File: config.mk
export PLATFORM = sky130hd
export DESIGN_NAME = stride_dma2d
export DESIGN_NICKNAME = d
export VERILOG_FILES = /design/src/rtl/dma2d_pkg.sv /design/src/rtl/dma2d_cfg.sv /design/src/rtl/dma2d_ctrl.sv /design/src/rtl/dma2d_path.sv /design/src/rtl/stride_dma2d.sv
export SDC_FILE = /design/constraint.sdc
export NUM_CORES = 1
export LEC_CHECK = 0
export BUFFER_PORTS_ARGS = -buffer_cell sky130_fd_sc_hd__clkbuf_2
export CORE_MARGIN = 3
export CORE_UTILIZATION = 45
export CTS_CLUSTER_DIAMETER = 30
export DETAILED_ROUTE_END_ITERATION = 16
export GPL_TIMING_DRIVEN = 1
export PLACE_DENSITY_LB_ADDON = 0.12
export SLEW_MARGIN = 10
export SYNTH_ARGS = -nofsm -noshare
export SYNTH_HDL_FRONTEND = slang
export SYNTH_SLANG_ARGS = --single-unit
File: constraint.sdc
create_clock -name clk -period 7.68 [get_ports clk]
set_input_delay 0 -clock clk [delete_from_list [all_inputs] [get_ports clk]]
set_output_delay 0 -clock clk [all_outputs]
set_load 0.01 [all_outputs]
File: src/rtl/dma2d_pkg.sv
package dma2d_pkg;

  typedef enum logic [1:0] {
    ST_IDLE,
    ST_READ,
    ST_RESP,
    ST_WRITE
  } dmaState_e;

  // strobes from the sequencer into the address / data path
  typedef struct packed {
    logic load;     // copy start addresses, clear loop counters
    logic capture;  // take read response data
    logic advance;  // step both addresses and loop counters
  } pathCtl_t;

  localparam logic [2:0] OFS_SRC_START  = 3'd0;
  localparam logic [2:0] OFS_DST_START  = 3'd1;
  localparam logic [2:0] OFS_COUNTS     = 3'd2;
  localparam logic [2:0] OFS_OUTER_STEP = 3'd3;
  localparam logic [2:0] OFS_ELEM_SIZE  = 3'd4;
  localparam logic [2:0] OFS_INNER_STEP = 3'd5;

  // element size codes: 0 = 1 byte, 1 = 4 bytes, 2 = 8 bytes, 3 = invalid
  function automatic logic isAligned(input logic [31:0] value, input logic [1:0] sizeCode);
    case (sizeCode)
      2'd0:    return 1'b1;
      2'd1:    return value[1:0] == 2'b00;
      2'd2:    return value[2:0] == 3'b000;
      default: return 1'b0;
    endcase
  endfunction

endpackage

File: src/rtl/dma2d_cfg.sv
module dma2d_cfg
  import dma2d_pkg::*;
#(
  parameter int AW = 32,
  parameter int CW = 16,
  parameter int SW = 16,
  parameter int RW = 32
) (
  input  logic          clk,
  input  logic          rstN,
  input  logic          wrEn,
  input  logic [2:0]    wrAddr,
  input  logic [RW-1:0] wrData,
  input  logic          busy,
  output logic [AW-1:0] srcStart,
  output logic [AW-1:0] dstStart,
  output logic [CW-1:0] rowLen,
  output logic [CW-1:0] rowCnt,
  output logic [SW-1:0] srcInner,
  output logic [SW-1:0] dstInner,
  output logic [SW-1:0] srcOuter,
  output logic [SW-1:0] dstOuter,
  output logic [1:0]    sizeCode,
  output logic          startGo,
  output logic          startBad,
  output logic          startEmpty
);

  localparam int HALF = RW / 2;

  logic          wrOpen;
  logic          startHit;
  logic          layoutOk;
  logic [SW-1:0] newSrcInner;
  logic [SW-1:0] newDstInner;

  assign wrOpen      = wrEn && !busy;
  assign startHit    = wrOpen && (wrAddr == OFS_INNER_STEP);
  assign newSrcInner = wrData[SW-1:0];
  assign newDstInner = wrData[HALF +: SW];

  // the inner steps arrive with the start write itself, so check them from the bus
  assign layoutOk = isAligned(32'(srcStart), sizeCode) &&
                    isAligned(32'(dstStart), sizeCode) &&
                    isAligned(32'(srcOuter), sizeCode) &&
                    isAligned(32'(dstOuter), sizeCode) &&
                    isAligned(32'(newSrcInner), sizeCode) &&
                    isAligned(32'(newDstInner), sizeCode);

  assign startBad   = startHit && !layoutOk;
  assign startEmpty = startHit && layoutOk && ((rowLen == '0) || (rowCnt == '0));
  assign startGo    = startHit && layoutOk && (rowLen != '0) && (rowCnt != '0);

  always_ff @(posedge clk) begin
    if (!rstN) begin
      srcStart <= '0;
      dstStart <= '0;
      rowLen   <= '0;
      rowCnt   <= '0;
      srcInner <= '0;
      dstInner <= '0;
      srcOuter <= '0;
      dstOuter <= '0;
      sizeCode <= 2'd0;
    end else if (wrOpen) begin
      case (wrAddr)
        OFS_SRC_START:  srcStart <= wrData[AW-1:0];
        OFS_DST_START:  dstStart <= wrData[AW-1:0];
        OFS_COUNTS: begin
          rowLen <= wrData[CW-1:0];
          rowCnt <= wrData[HALF +: CW];
        end
        OFS_OUTER_STEP: begin
          srcOuter <= wrData[SW-1:0];
          dstOuter <= wrData[HALF +: SW];
        end
        OFS_ELEM_SIZE:  sizeCode <= (|wrData[RW-1:2]) ? 2'd3 : wrData[1:0];
        OFS_INNER_STEP: begin
          srcInner <= newSrcInner;
          dstInner <= newDstInner;
        end
        default: ;
      endcase
    end
  end

endmodule

File: src/rtl/dma2d_ctrl.sv
module dma2d_ctrl
  import dma2d_pkg::*;
(
  input  logic     clk,
  input  logic     rstN,
  input  logic     startGo,
  input  logic     startBad,
  input  logic     startEmpty,
  input  logic     rdReqReady,
  input  logic     rdRespValid,
  input  logic     wrReqReady,
  input  logic     lastElem,
  output logic     busy,
  output logic     done,
  output logic     errFlag,
  output logic     rdReqValid,
  output logic     wrReqValid,
  output pathCtl_t ctl
);

  dmaState_e state;
  dmaState_e stateNxt;
  logic      finalWrite;

  assign finalWrite = (state == ST_WRITE) && wrReqReady && lastElem;

  always_comb begin
    stateNxt = state;
    ctl      = '0;
    case (state)
      ST_IDLE: begin
        if (startGo) begin
          ctl.load = 1'b1;
          stateNxt = ST_READ;
        end
      end
      ST_READ: begin
        if (rdReqReady) stateNxt = ST_RESP;
      end
      ST_RESP: begin
        if (rdRespValid) begin
          ctl.capture = 1'b1;
          stateNxt    = ST_WRITE;
        end
      end
      ST_WRITE: begin
        if (wrReqReady) begin
          ctl.advance = 1'b1;
          stateNxt    = lastElem ? ST_IDLE : ST_READ;
        end
      end
      default: stateNxt = ST_IDLE;
    endcase
  end

  always_ff @(posedge clk) begin
    if (!rstN) begin
      state   <= ST_IDLE;
      done    <= 1'b0;
      errFlag <= 1'b0;
    end else begin
      state <= stateNxt;
      done  <= startEmpty || finalWrite;
      if (startBad) errFlag <= 1'b1;
      else if (startGo || startEmpty) errFlag <= 1'b0;
    end
  end

  assign busy       = (state != ST_IDLE);
  assign rdReqValid = (state == ST_READ);
  assign wrReqValid = (state == ST_WRITE);

endmodule

File: src/rtl/dma2d_path.sv
module dma2d_path
  import dma2d_pkg::*;
#(
  parameter int AW = 32,
  parameter int DW = 64,
  parameter int CW = 16,
  parameter int SW = 16
) (
  input  logic          clk,
  input  logic          rstN,
  input  pathCtl_t      ctl,
  input  logic [AW-1:0] srcStart,
  input  logic [AW-1:0] dstStart,
  input  logic [CW-1:0] rowLen,
  input  logic [CW-1:0] rowCnt,
  input  logic [SW-1:0] srcInner,
  input  logic [SW-1:0] dstInner,
  input  logic [SW-1:0] srcOuter,
  input  logic [SW-1:0] dstOuter,
  input  logic [DW-1:0] rdRespData,
  output logic [AW-1:0] rdAddr,
  output logic [AW-1:0] wrAddr,
  output logic [DW-1:0] wrData,
  output logic          lastElem
);

  localparam int SIDES = 2;

  logic [CW-1:0] colIdx;
  logic [CW-1:0] rowIdx;
  logic          rowEnd;

  function automatic logic [AW-1:0] widenStep(input logic [SW-1:0] step);
    return {{(AW-SW){step[SW-1]}}, step};
  endfunction

  assign rowEnd   = (colIdx == rowLen - CW'(1));
  assign lastElem = rowEnd && (rowIdx == rowCnt - CW'(1));

  // one address walker per side; side 0 reads, side 1 writes
  for (genvar s = 0; s < SIDES; s++) begin : gSide
    logic [AW-1:0] startA;
    logic [SW-1:0] innerS;
    logic [SW-1:0] outerS;
    logic [AW-1:0] addrQ;

    if (s == 0) begin : gSrc
      assign startA = srcStart;
      assign innerS = srcInner;
      assign outerS = srcOuter;
    end else begin : gDst
      assign startA = dstStart;
      assign innerS = dstInner;
      assign outerS = dstOuter;
    end

    always_ff @(posedge clk) begin
      if (!rstN) begin
        addrQ <= '0;
      end else if (ctl.load) begin
        addrQ <= startA;
      end else if (ctl.advance) begin
        addrQ <= addrQ + widenStep(rowEnd ? outerS : innerS);
      end
    end
  end

  assign rdAddr = gSide[0].addrQ;
  assign wrAddr = gSide[1].addrQ;

  always_ff @(posedge clk) begin
    if (!rstN) begin
      colIdx <= '0;
      rowIdx <= '0;
      wrData <= '0;
    end else begin
      if (ctl.load) begin
        colIdx <= '0;
        rowIdx <= '0;
      end else if (ctl.advance) begin
        if (rowEnd) begin
          colIdx <= '0;
          rowIdx <= rowIdx + CW'(1);
        end else begin
          colIdx <= colIdx + CW'(1);
        end
      end
      if (ctl.capture) wrData <= rdRespData;
    end
  end

endmodule

File: src/rtl/stride_dma2d.sv
module stride_dma2d
  import dma2d_pkg::*;
#(
  parameter int AW = 32,
  parameter int DW = 64,
  parameter int CW = 16,
  parameter int SW = 16
) (
  input  logic          clk,
  input  logic          rstN,
  input  logic          cfgWrEn,
  input  logic [2:0]    cfgAddr,
  input  logic [31:0]   cfgWrData,
  output logic          busy,
  output logic          done,
  output logic          errFlag,
  output logic          rdReqValid,
  input  logic          rdReqReady,
  output logic [AW-1:0] rdAddr,
  output logic [1:0]    rdSize,
  input  logic          rdRespValid,
  input  logic [DW-1:0] rdRespData,
  output logic          wrReqValid,
  input  logic          wrReqReady,
  output logic [AW-1:0] wrAddr,
  output logic [1:0]    wrSize,
  output logic [DW-1:0] wrData
);

  localparam int RW = 32;

  logic [AW-1:0] srcStart;
  logic [AW-1:0] dstStart;
  logic [CW-1:0] rowLen;
  logic [CW-1:0] rowCnt;
  logic [SW-1:0] srcInner;
  logic [SW-1:0] dstInner;
  logic [SW-1:0] srcOuter;
  logic [SW-1:0] dstOuter;
  logic [1:0]    sizeCode;
  logic          startGo;
  logic          startBad;
  logic          startEmpty;
  logic          lastElem;
  pathCtl_t      ctl;

  dma2d_cfg #(.AW(AW), .CW(CW), .SW(SW), .RW(RW)) uCfg (
    .clk        (clk),
    .rstN       (rstN),
    .wrEn       (cfgWrEn),
    .wrAddr     (cfgAddr),
    .wrData     (cfgWrData),
    .busy       (busy),
    .srcStart   (srcStart),
    .dstStart   (dstStart),
    .rowLen     (rowLen),
    .rowCnt     (rowCnt),
    .srcInner   (srcInner),
    .dstInner   (dstInner),
    .srcOuter   (srcOuter),
    .dstOuter   (dstOuter),
    .sizeCode   (sizeCode),
    .startGo    (startGo),
    .startBad   (startBad),
    .startEmpty (startEmpty)
  );

  dma2d_ctrl uCtrl (
    .clk         (clk),
    .rstN        (rstN),
    .startGo     (startGo),
    .startBad    (startBad),
    .startEmpty  (startEmpty),
    .rdReqReady  (rdReqReady),
    .rdRespValid (rdRespValid),
    .wrReqReady  (wrReqReady),
    .lastElem    (lastElem),
    .busy        (busy),
    .done        (done),
    .errFlag     (errFlag),
    .rdReqValid  (rdReqValid),
    .wrReqValid  (wrReqValid),
    .ctl         (ctl)
  );

  dma2d_path #(.AW(AW), .DW(DW), .CW(CW), .SW(SW)) uPath (
    .clk        (clk),
    .rstN       (rstN),
    .ctl        (ctl),
    .srcStart   (srcStart),
    .dstStart   (dstStart),
    .rowLen     (rowLen),
    .rowCnt     (rowCnt),
    .srcInner   (srcInner),
    .dstInner   (dstInner),
    .srcOuter   (srcOuter),
    .dstOuter   (dstOuter),
    .rdRespData (rdRespData),
    .rdAddr     (rdAddr),
    .wrAddr     (wrAddr),
    .wrData     (wrData),
    .lastElem   (lastElem)
  );

  assign rdSize = sizeCode;
  assign wrSize = sizeCode;

endmodule

==> impl_summary.md <==
Outcome
The run finished with clean final reports.

Finish
The final design utilization is 0.612. Relative to the synthesized area, the layout overhead comes to 33.0%. The area of the multi-input gates is around 10000 um^2.

The antenna diode instance count is 0. The final instance area is 23200 um^2. The library cell used most frequently in the layout, excluding fill and tap cells, is nand2_1. The library cells used most frequently in the layout, excluding fill and tap cells, are 673 x nand2_1, 326 x dfxtp_1, 240 x clkbuf_2, 232 x a21boi_0, 120 x dlygate4sd3_1. The fill cell total of the finished layout is 3280. The net total in the final layout is 2750. The sequential cell area is 6530 um^2. In the final layout, the share of cells above drive strength 1 is 0.165.

Synth
The post-synthesis xor/xnor area fraction is 0.0548. Of the total synthesized cell area, the portion taken by full adders, half adders and majority gates is 0.0532. The share of synthesized cell area in and, or, nand and nor gates is 0.236. After synthesis, the largest family of logic cells by area is compound AO/OA/AOI/OAI gates. The number of synthesized register bits is 326. The compound-gate portion of the synthesized area is 0.240. In the synthesized netlist the dominant register cell turns out to be dfxtp_1.

The number of synthesized flops with an enable pin is 0. The number of nets in the synthesized netlist is 2417. Each instance of the synthesized netlist takes up on average 7.79 um^2. The number of standard cells after synthesis is approximately 2200. The multiplexer fraction of the synthesized cell area is 0.00596. The portion of synthesized cell area occupied by the leading cell type is 0.374.

For this run, the number of Yosys warnings is 0. The sequential cell area fraction in the yosys report is 0.374. Of all flip-flops after synthesis, the portion carrying an async set or reset was 0. Ranked by total cell area, the synthesized netlist is headed by dfxtp_1 37%, nand2_1 15%, a21boi_0 10%. The biggest area consumer among synthesized cells is dfxtp_1. The summed instance area of the synthesized netlist is 17400 um^2. The netlist uses 70 different library cells.

Critical path
The worst reg2reg path endpoint is uPath.wrAddr[30]. The number of cells on the critical path is 23. The setup check on the worst reg-to-reg path leaves a slack of 1.39 ns. The critical path is of the register to register type. In this run the worst path has a maximum fanout of 31. Counting both buffers and inverters, the worst setup path holds a total of 3. Counting cells, the worst reg-to-reg path comes to 23. In this run the critical register-to-register path is launched from uCfg.rowLen[0]. The startpoint of the worst setup timing path is uCfg.rowLen[0]. The signal arrival time at the worst endpoint is 6.70 ns. The endpoint required time on the critical path is 8.10 ns. Among all stages on the critical path, the largest delay is contributed by a2111oi_0. The kind of launch point of the worst setup path is a register.

The most critical setup path has its endpoint at uPath.wrAddr[30]. Walking the worst path, the cells encountered are or4_4, or4_4, or3_1, a21boi_0, o2111ai_1, nor3_2, buf_4, nand2_1, nand2_1, ha_1, inv_1, fa_1, nor2b_1, o211ai_1, a21boi_0, buf_4, o2111ai_1, a2111oi_0, nor2_1, o21ai_0, nand4_1, a41oi_1, a31oi_1. Grouping stages by cell kind, the critical path spends the most delay in simple AND/OR/NAND/NOR gates.

The worst setup path is captured at a register. The largest single stage delay on the critical path is 0.71 ns.

Timing
The number of max-slew violations in the final report is 0. The worst setup skew after layout is between 0.02 and 0.025 ns. The number of endpoints failing setup at the final stage is 0. The peak clock frequency supported by timing is 0.159 GHz. For the pin with the worst max-slew slack, the measured transition is 1.21 ns. Setup repair after global routing left no endpoint under its margin. The total negative slack for setup checks is 0 ns. The count of final hold-check violations is 0. The part of the cycle the worst path needs is 0.818. The normalized max-slew margin is 0.188. Subtracting the final worst setup slack from the clock period gives 6.29 ns.

Clock tree
After clock tree synthesis, the clock-pin slew on the worst setup and hold paths is 0.04 ns. Gates resized during post-CTS repair numbered 0. The CTS tree is yes.

The clock buffer count from CTS is 84. The H-tree generated during clock tree synthesis spans 3 levels. The insertion delay of the later-clocked pin in the worst-skew pair is about 0.59 ns. The clock tree buffer depth is 3. The root buffer cell is clkbuf_16. Counting every sink on the clock net gives roughly 330.

Detailed routing
For this run, design rule violations remaining after detail routing come to 0. The initial DRC count is 995. The remaining antenna violation count after routing is 0.

The vias per cell is 5.42. The routed design has approximately 57 mm of wire. Detailed routing inserted a total of around 17000 vias. The mean routed wirelength per cell is approximately 18 um. Before antenna repair, the detailed router went through 5 iterations.

Placed design
The placed instances occupy a cell area of about 19000 um^2. Detailed placement finished with a half-perimeter wire length of between 30 and 40 mm. The global placement routability congestion is 0.888. The count of buffers added on input and output ports is roughly 240.

Run
The tool flagged a number of max-cap violations equal to 0.

Floorplanning
The die width is 203 um. The die covers 41100 um^2. After floorplanning, the core was divided into 71 placement rows. The effective utilization at floorplan is 0.460. After floorplanning, the core was sized to cover between 30000 and 40000 um^2.

242 I/O pins were placed. From bottom edge to top edge, the die measures approximately 200 um.

Global route
The initial antenna violation count is 0. The first global-routing pass estimated between 80 and 90 mm of wire. The overall overflow remaining after global route is 0. The aggregate global-route resource usage is 0.269. Entering global routing, the biggest net connects 110 pins.

The number of global-route vias before repair is ~17000.

Hold path
The type of the most critical hold path is primary input to register. The worst hold path passes through 6 cells.

Power
The power density relative to cell area is about 260 nW/um^2. The largest vdd supply drop is 217 uV. The static power due to leakage is 9.80 nW.
## sequential cells by signal (all words and copies together), names as in the netlist
name,count
uCfg.dstOuter,16
uCfg.srcStart,32
uPath.wrData,64
uCfg.rowCnt,16
uCfg.srcInner,16
uPath.rdAddr,32
uCtrl.done,1
uCfg.dstInner,16
uPath.colIdx,16
uCfg.dstStart,32
uPath.rowIdx,16
uCfg.sizeCode,2
uCfg.rowLen,16
uCtrl.state,2
uCtrl.errFlag,1
uPath.wrAddr,32
uCfg.srcOuter,16
## worst min-delay path by stage
stage / startpoint / end
floorplan: cfgWrData[0] / uCfg.sizeCode[0]
detailed placement: rdRespData[16] / uPath.wrData[16]
finish: rdReqReady / uCtrl.state[1]
global route: rdReqReady / uCtrl.state[1]
CTS: rdReqReady / uCtrl.state[1]
global placement: rdRespData[30] / uPath.wrData[30]
## through the flow
stage | hold slack, ns | cells | setup slack (ns) | total power [W]
after global routing | 0.0800 | 3152 | 0.684 | 0.00613
final | 0.0688 | 3152 | 1.39 | 0.00594
after global placement | 0.234 | 2877 | 1.57 | 0.00216
after CTS | 0.0308 | 3152 | 1.47 | 0.00598
after detailed placement | 0.243 | 2877 | 1.56 | 0.00217
after floorplan | 0.128 | 2239 | 2.43 | 0.00202
## cell usage after synthesis, types with 4 or more instances
cell type    n
ha_1        71
o22ai_1      6
nor3_1      21
o211ai_1    40
nor2b_1     15
nor4_1      19
a21o_1      37
or3_1        9
dfxtp_1    326
buf_1        9
xor2_1      48
mux2i_1      7
nand3_1     34
a21oi_1     80
a41oi_1      6
o21a_1       5
nand2b_1     9
o21ai_0     77
a21boi_0   232
a211oi_1     9
inv_1       33
nor2_1      97
and3_1      13
o211a_1     27
nand2_1    675
xnor2_1     61
nor3b_1     11
nand3b_1     4
and2_1       5
nand4_1     16
o21bai_1     5
a31o_2       6
a41o_1       4
clkbuf_1   119
a31oi_1     38
## cell families after synthesis
logic type / Yosys count
fa+ha+maj: 73
xor+xnor: 109
buf+inv: 166
flops: 326
compound gates: 600
mux: 10
simple gates: 955
## power by group
| group | switching (W) | total [W] | internal, W |
|---|---|---|---|
| Combinational | 0.000250 | 0.000425 | 0.000175 |
| Sequential | 0.0000304 | 0.00176 | 0.00173 |
| Clock | 0.00109 | 0.00375 | 0.00266 |
## routing by layer
layer	vias up	part of all wire	global-route usage
met5	-	0	0
met4	0	0.029	0.107
met3	108	0.069	0.0622
met2	514	0.47	0.451
met1	8010	0.44	0.336
li1	8439	-	-
## final cells by class
type,count,area share
multi-input combinational,1747,0.444
sequential,326,0.281
timing repair buffer,380,0.110
clock buffer,111,0.104
tap,511,0.0276
clock inverter,44,0.0273
inverter,33,0.00534
## worst register-to-register path, cell delays in order (launching register included)
cell	delay, ns
dfxtp_1	0.35
or4_4	0.59
or4_4	0.45
or3_1	0.35
a21boi_0	0.18
o2111ai_1	0.14
nor3_2	0.21
buf_4	0.41
nand2_1	0.11
nand2_1	0.08
ha_1	0.20
inv_1	0.07
fa_1	0.37
nor2b_1	0.22
o211ai_1	0.12
a21boi_0	0.24
buf_4	0.17
o2111ai_1	0.14
a2111oi_0	0.71
nor2_1	0.18
o21ai_0	0.37
nand4_1	0.14
a41oi_1	0.22
a31oi_1	0.10
## repair_timing
action / 4_1_cts / 5_1_grt
hold buffers: 120 / 0
hold endpoints to repair: 256 / 0
setup buffers: 0 / 0
Power figures use the tool's default switching activity.
